### src/rtl/pin_evt_pkg.sv
package pin_evt_pkg;
  localparam int MODE_W     = 4;
  localparam int MODE_LSB   = 16;
  localparam int FLAG_BIT   = 24;
  localparam int PIN_STRIDE = 4;
  localparam int SUM_OFFSET = 'hA0;

  typedef enum logic [MODE_W-1:0] {
    MD_OFF      = 4'b0000,
    MD_DMA_RISE = 4'b0001,
    MD_DMA_FALL = 4'b0010,
    MD_DMA_BOTH = 4'b0011,
    MD_INT_LOW  = 4'b1000,
    MD_INT_RISE = 4'b1001,
    MD_INT_FALL = 4'b1010,
    MD_INT_BOTH = 4'b1011,
    MD_INT_HIGH = 4'b1100
  } mode_e;

  typedef struct packed {
    logic on_rise;
    logic on_fall;
    logic on_high;
    logic on_low;
    logic is_dma;
    logic is_int;
  } mode_dec_t;

  function automatic mode_dec_t decode_mode(logic [MODE_W-1:0] code);
    mode_dec_t d;
    d = '0;
    case (code)
      MD_DMA_RISE: begin d.on_rise = 1'b1; d.is_dma = 1'b1; end
      MD_DMA_FALL: begin d.on_fall = 1'b1; d.is_dma = 1'b1; end
      MD_DMA_BOTH: begin d.on_rise = 1'b1; d.on_fall = 1'b1; d.is_dma = 1'b1; end
      MD_INT_LOW:  begin d.on_low  = 1'b1; d.is_int = 1'b1; end
      MD_INT_RISE: begin d.on_rise = 1'b1; d.is_int = 1'b1; end
      MD_INT_FALL: begin d.on_fall = 1'b1; d.is_int = 1'b1; end
      MD_INT_BOTH: begin d.on_rise = 1'b1; d.on_fall = 1'b1; d.is_int = 1'b1; end
      MD_INT_HIGH: begin d.on_high = 1'b1; d.is_int = 1'b1; end
      default:     d = '0;
    endcase
    return d;
  endfunction
endpackage

### src/rtl/pin_evt_regs.sv
module pin_evt_regs
  import pin_evt_pkg::*;
#(
  parameter int NUM_PINS = 32,
  parameter int ADDR_W   = 8,
  parameter int DATA_W   = 32
) (
  input  logic                             clk_i,
  input  logic                             rst_ni,
  input  logic                             wr_i,
  input  logic [ADDR_W-1:0]                addr_i,
  input  logic [DATA_W-1:0]                wdata_i,
  input  logic [NUM_PINS-1:0]              flags_i,
  output logic [DATA_W-1:0]                rdata_o,
  output logic [NUM_PINS-1:0][MODE_W-1:0]  mode_o,
  output logic [NUM_PINS-1:0]              mode_chg_o,
  output logic [NUM_PINS-1:0]              sw_clr_o
);
  localparam logic [ADDR_W-1:0] SUM_ADDR = ADDR_W'(SUM_OFFSET);

  logic [NUM_PINS-1:0][MODE_W-1:0] mode_q, mode_d;
  logic [NUM_PINS-1:0]             mode_en;
  logic                            sum_wr;
  logic [MODE_W-1:0]               wr_mode;

  assign sum_wr  = wr_i && (addr_i == SUM_ADDR);
  assign wr_mode = wdata_i[MODE_LSB +: MODE_W];

  for (genvar g = 0; g < NUM_PINS; g++) begin : g_pin_reg
    logic sel;
    assign sel           = wr_i && (addr_i == ADDR_W'(PIN_STRIDE * g));
    assign mode_en[g]    = sel;
    assign mode_chg_o[g] = sel && (wr_mode != mode_q[g]);
    assign sw_clr_o[g]   = (sel && wdata_i[FLAG_BIT]) || (sum_wr && wdata_i[g]);

    always_comb begin
      mode_d[g] = mode_q[g];
      if (mode_en[g]) mode_d[g] = wr_mode;
    end

    always_ff @(posedge clk_i or negedge rst_ni) begin
      if (!rst_ni)         mode_q[g] <= '0;
      else if (mode_en[g]) mode_q[g] <= mode_d[g];
    end
  end

  assign mode_o = mode_q;

  always_comb begin
    rdata_o = '0;
    if (addr_i == SUM_ADDR) rdata_o[NUM_PINS-1:0] = flags_i;
    for (int i = 0; i < NUM_PINS; i++) begin
      if (addr_i == ADDR_W'(PIN_STRIDE * i)) begin
        rdata_o[FLAG_BIT]            = flags_i[i];
        rdata_o[MODE_LSB +: MODE_W]  = mode_q[i];
      end
    end
  end
endmodule

### src/rtl/pin_evt_cell.sv
module pin_evt_cell
  import pin_evt_pkg::*;
(
  input  logic              clk_i,
  input  logic              rst_ni,
  input  logic              pin_i,
  input  logic [MODE_W-1:0] mode_i,
  input  logic              mode_chg_i,
  input  logic              sw_clr_i,
  input  logic              dma_done_i,
  output logic              flag_o,
  output logic              irq_src_o,
  output logic              dma_req_o
);
  mode_dec_t dec;
  logic prev_q, prev_d;
  logic arm_q, arm_d;
  logic flag_q, flag_d, flag_en;
  logic rise_ev, fall_ev, lvl_ev, hit, auto_clr;

  always_comb begin
    dec      = decode_mode(mode_i);
    rise_ev  = dec.on_rise & arm_q & pin_i & ~prev_q;
    fall_ev  = dec.on_fall & arm_q & ~pin_i & prev_q;
    lvl_ev   = (dec.on_high & pin_i) | (dec.on_low & ~pin_i);
    hit      = rise_ev | fall_ev | lvl_ev;
    auto_clr = dec.is_dma & dma_done_i;
    prev_d   = pin_i;
    arm_d    = ~mode_chg_i;
    flag_en  = hit | sw_clr_i | auto_clr;
    flag_d   = hit;
  end

  always_ff @(posedge clk_i or negedge rst_ni) begin
    if (!rst_ni) begin
      prev_q <= 1'b0;
      arm_q  <= 1'b0;
    end else begin
      prev_q <= prev_d;
      arm_q  <= arm_d;
    end
  end

  always_ff @(posedge clk_i or negedge rst_ni) begin
    if (!rst_ni)      flag_q <= 1'b0;
    else if (flag_en) flag_q <= flag_d;
  end

  assign flag_o    = flag_q;
  assign irq_src_o = flag_q & dec.is_int;
  assign dma_req_o = flag_q & dec.is_dma;

  AST_ARMED_EDGE_SETS: assert property (@(posedge clk_i) disable iff (!rst_ni)
    (dec.on_rise && arm_q && pin_i && !prev_q) |=> flag_q);
  AST_LEVEL_WINS: assert property (@(posedge clk_i) disable iff (!rst_ni)
    ((dec.on_high && pin_i) || (dec.on_low && !pin_i)) |=> flag_q);
  AST_FLAG_STICKY: assert property (@(posedge clk_i) disable iff (!rst_ni)
    (flag_q && !sw_clr_i && !(dec.is_dma && dma_done_i)) |=> flag_q);
  AST_DMA_DONE_CLEARS: assert property (@(posedge clk_i) disable iff (!rst_ni)
    (dec.is_dma && dma_done_i && !arm_q) |=> !flag_q);
  AST_NO_EDGE_DISARMED: assert property (@(posedge clk_i) disable iff (!rst_ni)
    (!arm_q && !flag_q && !dec.on_high && !dec.on_low) |=> !flag_q);
endmodule

### src/rtl/pin_evt_merge.sv
module pin_evt_merge #(
  parameter int NUM_PINS = 32
) (
  input  logic [NUM_PINS-1:0] irq_src_i,
  output logic                irq_o
);
  assign irq_o = |irq_src_i;
endmodule

### src/rtl/pin_event_detector.sv
module pin_event_detector
  import pin_evt_pkg::*;
#(
  parameter int NUM_PINS = 32,
  parameter int ADDR_W   = 8,
  parameter int DATA_W   = 32
) (
  input  logic                clk,
  input  logic                rst_n,
  input  logic [NUM_PINS-1:0] pin_in,
  input  logic [NUM_PINS-1:0] dma_done,
  input  logic                reg_wr,
  input  logic [ADDR_W-1:0]   reg_addr,
  input  logic [DATA_W-1:0]   reg_wdata,
  output logic [DATA_W-1:0]   reg_rdata,
  output logic                irq,
  output logic [NUM_PINS-1:0] dma_req
);
  logic                            rst_meta_q, rst_sync_q;
  logic [NUM_PINS-1:0][MODE_W-1:0] mode;
  logic [NUM_PINS-1:0]             mode_chg, sw_clr, flags, irq_src;

  always_ff @(posedge clk or negedge rst_n) begin
    if (!rst_n) begin
      rst_meta_q <= 1'b0;
      rst_sync_q <= 1'b0;
    end else begin
      rst_meta_q <= 1'b1;
      rst_sync_q <= rst_meta_q;
    end
  end

  pin_evt_regs #(.NUM_PINS(NUM_PINS), .ADDR_W(ADDR_W), .DATA_W(DATA_W)) u_regs (
    .clk_i(clk), .rst_ni(rst_sync_q), .wr_i(reg_wr), .addr_i(reg_addr),
    .wdata_i(reg_wdata), .flags_i(flags), .rdata_o(reg_rdata),
    .mode_o(mode), .mode_chg_o(mode_chg), .sw_clr_o(sw_clr)
  );

  for (genvar g = 0; g < NUM_PINS; g++) begin : g_cell
    pin_evt_cell u_cell (
      .clk_i(clk), .rst_ni(rst_sync_q), .pin_i(pin_in[g]), .mode_i(mode[g]),
      .mode_chg_i(mode_chg[g]), .sw_clr_i(sw_clr[g]), .dma_done_i(dma_done[g]),
      .flag_o(flags[g]), .irq_src_o(irq_src[g]), .dma_req_o(dma_req[g])
    );
  end

  pin_evt_merge #(.NUM_PINS(NUM_PINS)) u_merge (.irq_src_i(irq_src), .irq_o(irq));

  AST_RESET_QUIET: assert property (@(posedge clk)
    !rst_sync_q |=> (flags == '0 || !rst_sync_q));
  AST_DMA_NOT_IRQ: assert property (@(posedge clk) disable iff (!rst_sync_q)
    ((dma_req == flags) && (flags != '0)) |-> !irq);
endmodule

### config.mk
export PLATFORM = sky130hd
export DESIGN_NAME = pin_event_detector
export DESIGN_NICKNAME = d
export VERILOG_FILES = /design/src/rtl/pin_evt_pkg.sv /design/src/rtl/pin_evt_regs.sv /design/src/rtl/pin_evt_cell.sv /design/src/rtl/pin_evt_merge.sv /design/src/rtl/pin_event_detector.sv
export SDC_FILE = /design/constraint.sdc
export NUM_CORES = 1
export LEC_CHECK = 0
export ABC_AREA = 1
export ABC_CLOCK_PERIOD_IN_PS = 17000
export BUFFER_PORTS_ARGS = -buffer_cell sky130_fd_sc_hd__buf_2
export CAP_MARGIN = 10
export CORE_MARGIN = 1
export CORE_UTILIZATION = 40
export CTS_CLUSTER_DIAMETER = 120
export CTS_CLUSTER_SIZE = 28
export DETAILED_ROUTE_END_ITERATION = 10
export GPL_TIMING_DRIVEN = 0
export SETUP_SLACK_MARGIN = 0.5
export SLEW_MARGIN = 40
export SYNTH_ARGS = -nofsm -noshare
export SYNTH_HDL_FRONTEND = slang
export SYNTH_HIERARCHICAL = 1
export SYNTH_SLANG_ARGS = --single-unit
### constraint.sdc
create_clock -name clk -period 17 [get_ports clk]
set_input_delay 0.85 -clock clk [delete_from_list [all_inputs] [get_ports clk]]
set_output_delay 0.85 -clock clk [all_outputs]
set_load 0.05 [all_outputs]
==> run metrics <==
initial core utilization=40.8%; Pwr Density=73.4 nW/µm²; fraction of layout cells with a size suffix above 1=9.97%; CTS Buf Count=12; Tcrit/Tclk final=27.2%; status=complete, but fails checks; Antenna Nets Post-Route=0; skew final=47.1 ps; prevailing post-synth register cell=dfrtp_1; LEAKAGE=8.23 nW; clk sinks=226; hold_buf cts=0; Final Hold Vio Count=0; Cells after Synth=2186; Yosys top cell by area=dfrtp_1; Largest stage delay, worst path=420 ps; worst-case clock buffer depth=3; DIE AREA=37100 µm²; residual DRC count=22; max-slew violations=0; Synth Cell Area=14500 µm²; xor/xnor share of the synthesized area=8.14%; simple-gate share of the synthesized area=31.5%; IO Pins=172; mean post-synth cell area=6.65 µm²; Die Wd=193 µm; DR WL met2=21900 µm; Worst-Skew Late Latency=520 ps; wl on met1=21800 µm; Max Cap Viol=0; Die Ht=193 µm; DR pass1 iterations=9; minimum clock period=4620 ps; max layer used=met4; DR vias=14300; FP Rows=69; Least-Margin Pin Slew=944 ps; core area=35700 µm²; first-pass GRT wire length=74100 µm; most frequent cells in the layout=630 x nand2_1, 397 x inv_1, 296 x nor2_1; CP delay by family, top=simple AND/OR/NAND/NOR gates; WL/cell=17.0 µm; Syn-to-layout area delta=13.5%; hold slack=124 ps; Synth Register Bits=226; filler cell count=3729; Cell Chain, Critical Path=buf_2 -> nor2_8 -> nand3_2 -> nor2_1 -> nand2_1 -> nand4_1 -> nand2_1 -> nand3_1 -> nand2_1 -> nand4_1 -> nand2_1 -> nand4_1 -> nand2_1 -> nand3_1 -> nand2_1 -> nand4_1 -> nand2_1 -> nand4_1 -> nor2_1 -> nand4_1 -> buf_2; largest net degree at the start of global routing=41; CP endpoint kind=output pin; CTS clk-pin slew, worst paths=120 ps; most common cell after layout, fill and taps aside=nand2_1; drt total wl=48100 µm; Post-Synth Adder-Cell Area=0%; critical path arrival=3770 ps; post_cts resized=0; vias in the first global route=13100; clk root buf=clkbuf_16; NumNets Final=2482; CP required=16150 ps; Crit Path Max Fanout=8; H-tree depth=1; GPL Wtd Cong=0.920; Tot GR Track Use=26.3%; GRT overflow=0; met3 wire length=2910 µm; Crit path top cell by count=nand2_1; number of synthesized flops with an enable pin=0; HP Class=reg -> async; Crit-path slowest cell=nor2_1; initial antenna violation count=1; maximum vdd drop=0.0507 mV; Via-to-Cell Ratio=5.04; RSZ-0062 raised after global routing=false; top-area cell type share of the netlist area=38.9%; failing checks=DRC; Multi-input gate area=7170 µm²; sequential cell area=5660 µm²; post-CTS setup buffer count=0; relative slew slack=37.1%; CP Launch Type=input pin; yosys warns=6; multiplexer area fraction after synthesis=0%; Final setup violation count=0; WP buf/inv=2; Synth cell types=34; Synth async-reset ratio=100%; syn nets=2293; post-detail-place hpwl=35000 µm; WS Path Type=in -> out; IO Port Bufs=167; TNS Setup=0 ps; largest cells by area after synthesis=dfrtp_1 39%, nand2_1 16%, inv_1 10%, xnor2_1 8.0%, nor2_1 7.6%; sequential element share of the synthesized area=38.9%; drt initial violations=1167; Synth Area in Compound Gates=9.67%; largest family of logic cells by synthesized area=simple AND/OR/NAND/NOR gates; fmax=217 MHz; CTS tree=done
flip-flops by register name (all words and copies together), names as in the netlist:
register and flops:
g_cell.u_cell/arm_q 32, g_cell.u_cell/flag_o 32, g_cell.u_cell/prev_q 32, u_regs/mode_o 128, rst_meta_q 1, rst_sync_q 1
per-layer routing:
layer,up-vias,global-route usage [%]
li1,7077,-
met1,6690,36.8
met2,448,43.0
met3,86,2.40
met4,0,8.12
met5,-,0
report_power, final:
group / internal (W) / switching [W]
logic: 0.0000804 / 0.000164
clock network: 0.000158 / 0.000197
registers: 0.000566 / 0.0000447
total: 0.000805 / 0.000406
worst register-to-register path, stage by stage (launching register included):
cell     delay [ps]
dfrtp_1         460
inv_1           100
nor2_1           40
nor4_1          350
a31oi_1         120
inv_1            70
cell families (layout without fill, tap and decap cells):
family / after synthesis / count (layout)
simple gates: 1115 / 1115
flops: 226 / 226
other cells: 1 / 2
buf+inv: 453 / 644
xor+xnor: 135 / 135
compound gates: 256 / 256
cells in the mapped netlist (2+ instances only):
library cell  count
nand2_1         630
inv_1           397
nor2_1          296
dfrtp_1         226
o21ai_0         138
xnor2_1         132
nand3_1         114
a21oi_1          55
clkbuf_1         39
nand4_1          33
o22ai_1          31
a41oi_1          18
a31oi_1          14
inv_2             9
nor4_1            7
or2_2             7
nor2_2            6
buf_1             5
nor4b_1           4
nor2_4            3
nor3_1            3
xor2_1            3
and2_1            2
clkinv_1          2
nand3_4           2
or2_1             2
per-stage QoR:
| step | cells | util (%) | total power, W | instance area (µm²) | setup WS (ps) |
|---|---|---|---|---|---|
| floorplan | 2186 | - | 0.000773 | 14500 | 10240 |
| global placement | 2814 | 44.7 | 0.000855 | 15900 | 7110 |
| detailed placement | 2821 | 45.1 | 0.000864 | 16100 | 12500 |
| CTS | 2837 | 46.2 | 0.00122 | 16500 | 12490 |
| global route | 2839 | 46.3 | 0.00127 | 16500 | 12190 |
| finish | 2839 | 46.3 | 0.00121 | 16500 | 12380 |
worst paths after layout:
check                                   from                       end  slack, ps  cells after the start
setup / recovery                 reg_addr[1]             reg_rdata[18]      12380                     21
setup reg to reg           u_regs/mode_o[37]    g_cell[9].u_cell/arm_q      15800                      5
hold reg to reg                   rst_sync_q  g_cell[12].u_cell/flag_o        120                      0
max in group asynchronous         rst_sync_q   g_cell[26].u_cell/arm_q      16140                      2
min in group clk                  rst_meta_q                rst_sync_q        360                      0
hold / removal                    rst_sync_q  g_cell[12].u_cell/flag_o        120                      0
final cells by class:
type / count / share of cell area, %
repair buffers: 175 / 5.91
multi-input cells: 1507 / 43.5
well taps: 461 / 3.50
plain buffers: 44 / 1.11
diodes: 1 / 0.0152
inverters: 409 / 9.32
clock inverters: 2 / 0.364
clock buffers: 14 / 1.99
flip-flops and latches: 226 / 34.3
No activity file was read; power rests on OpenSTA's default activity.
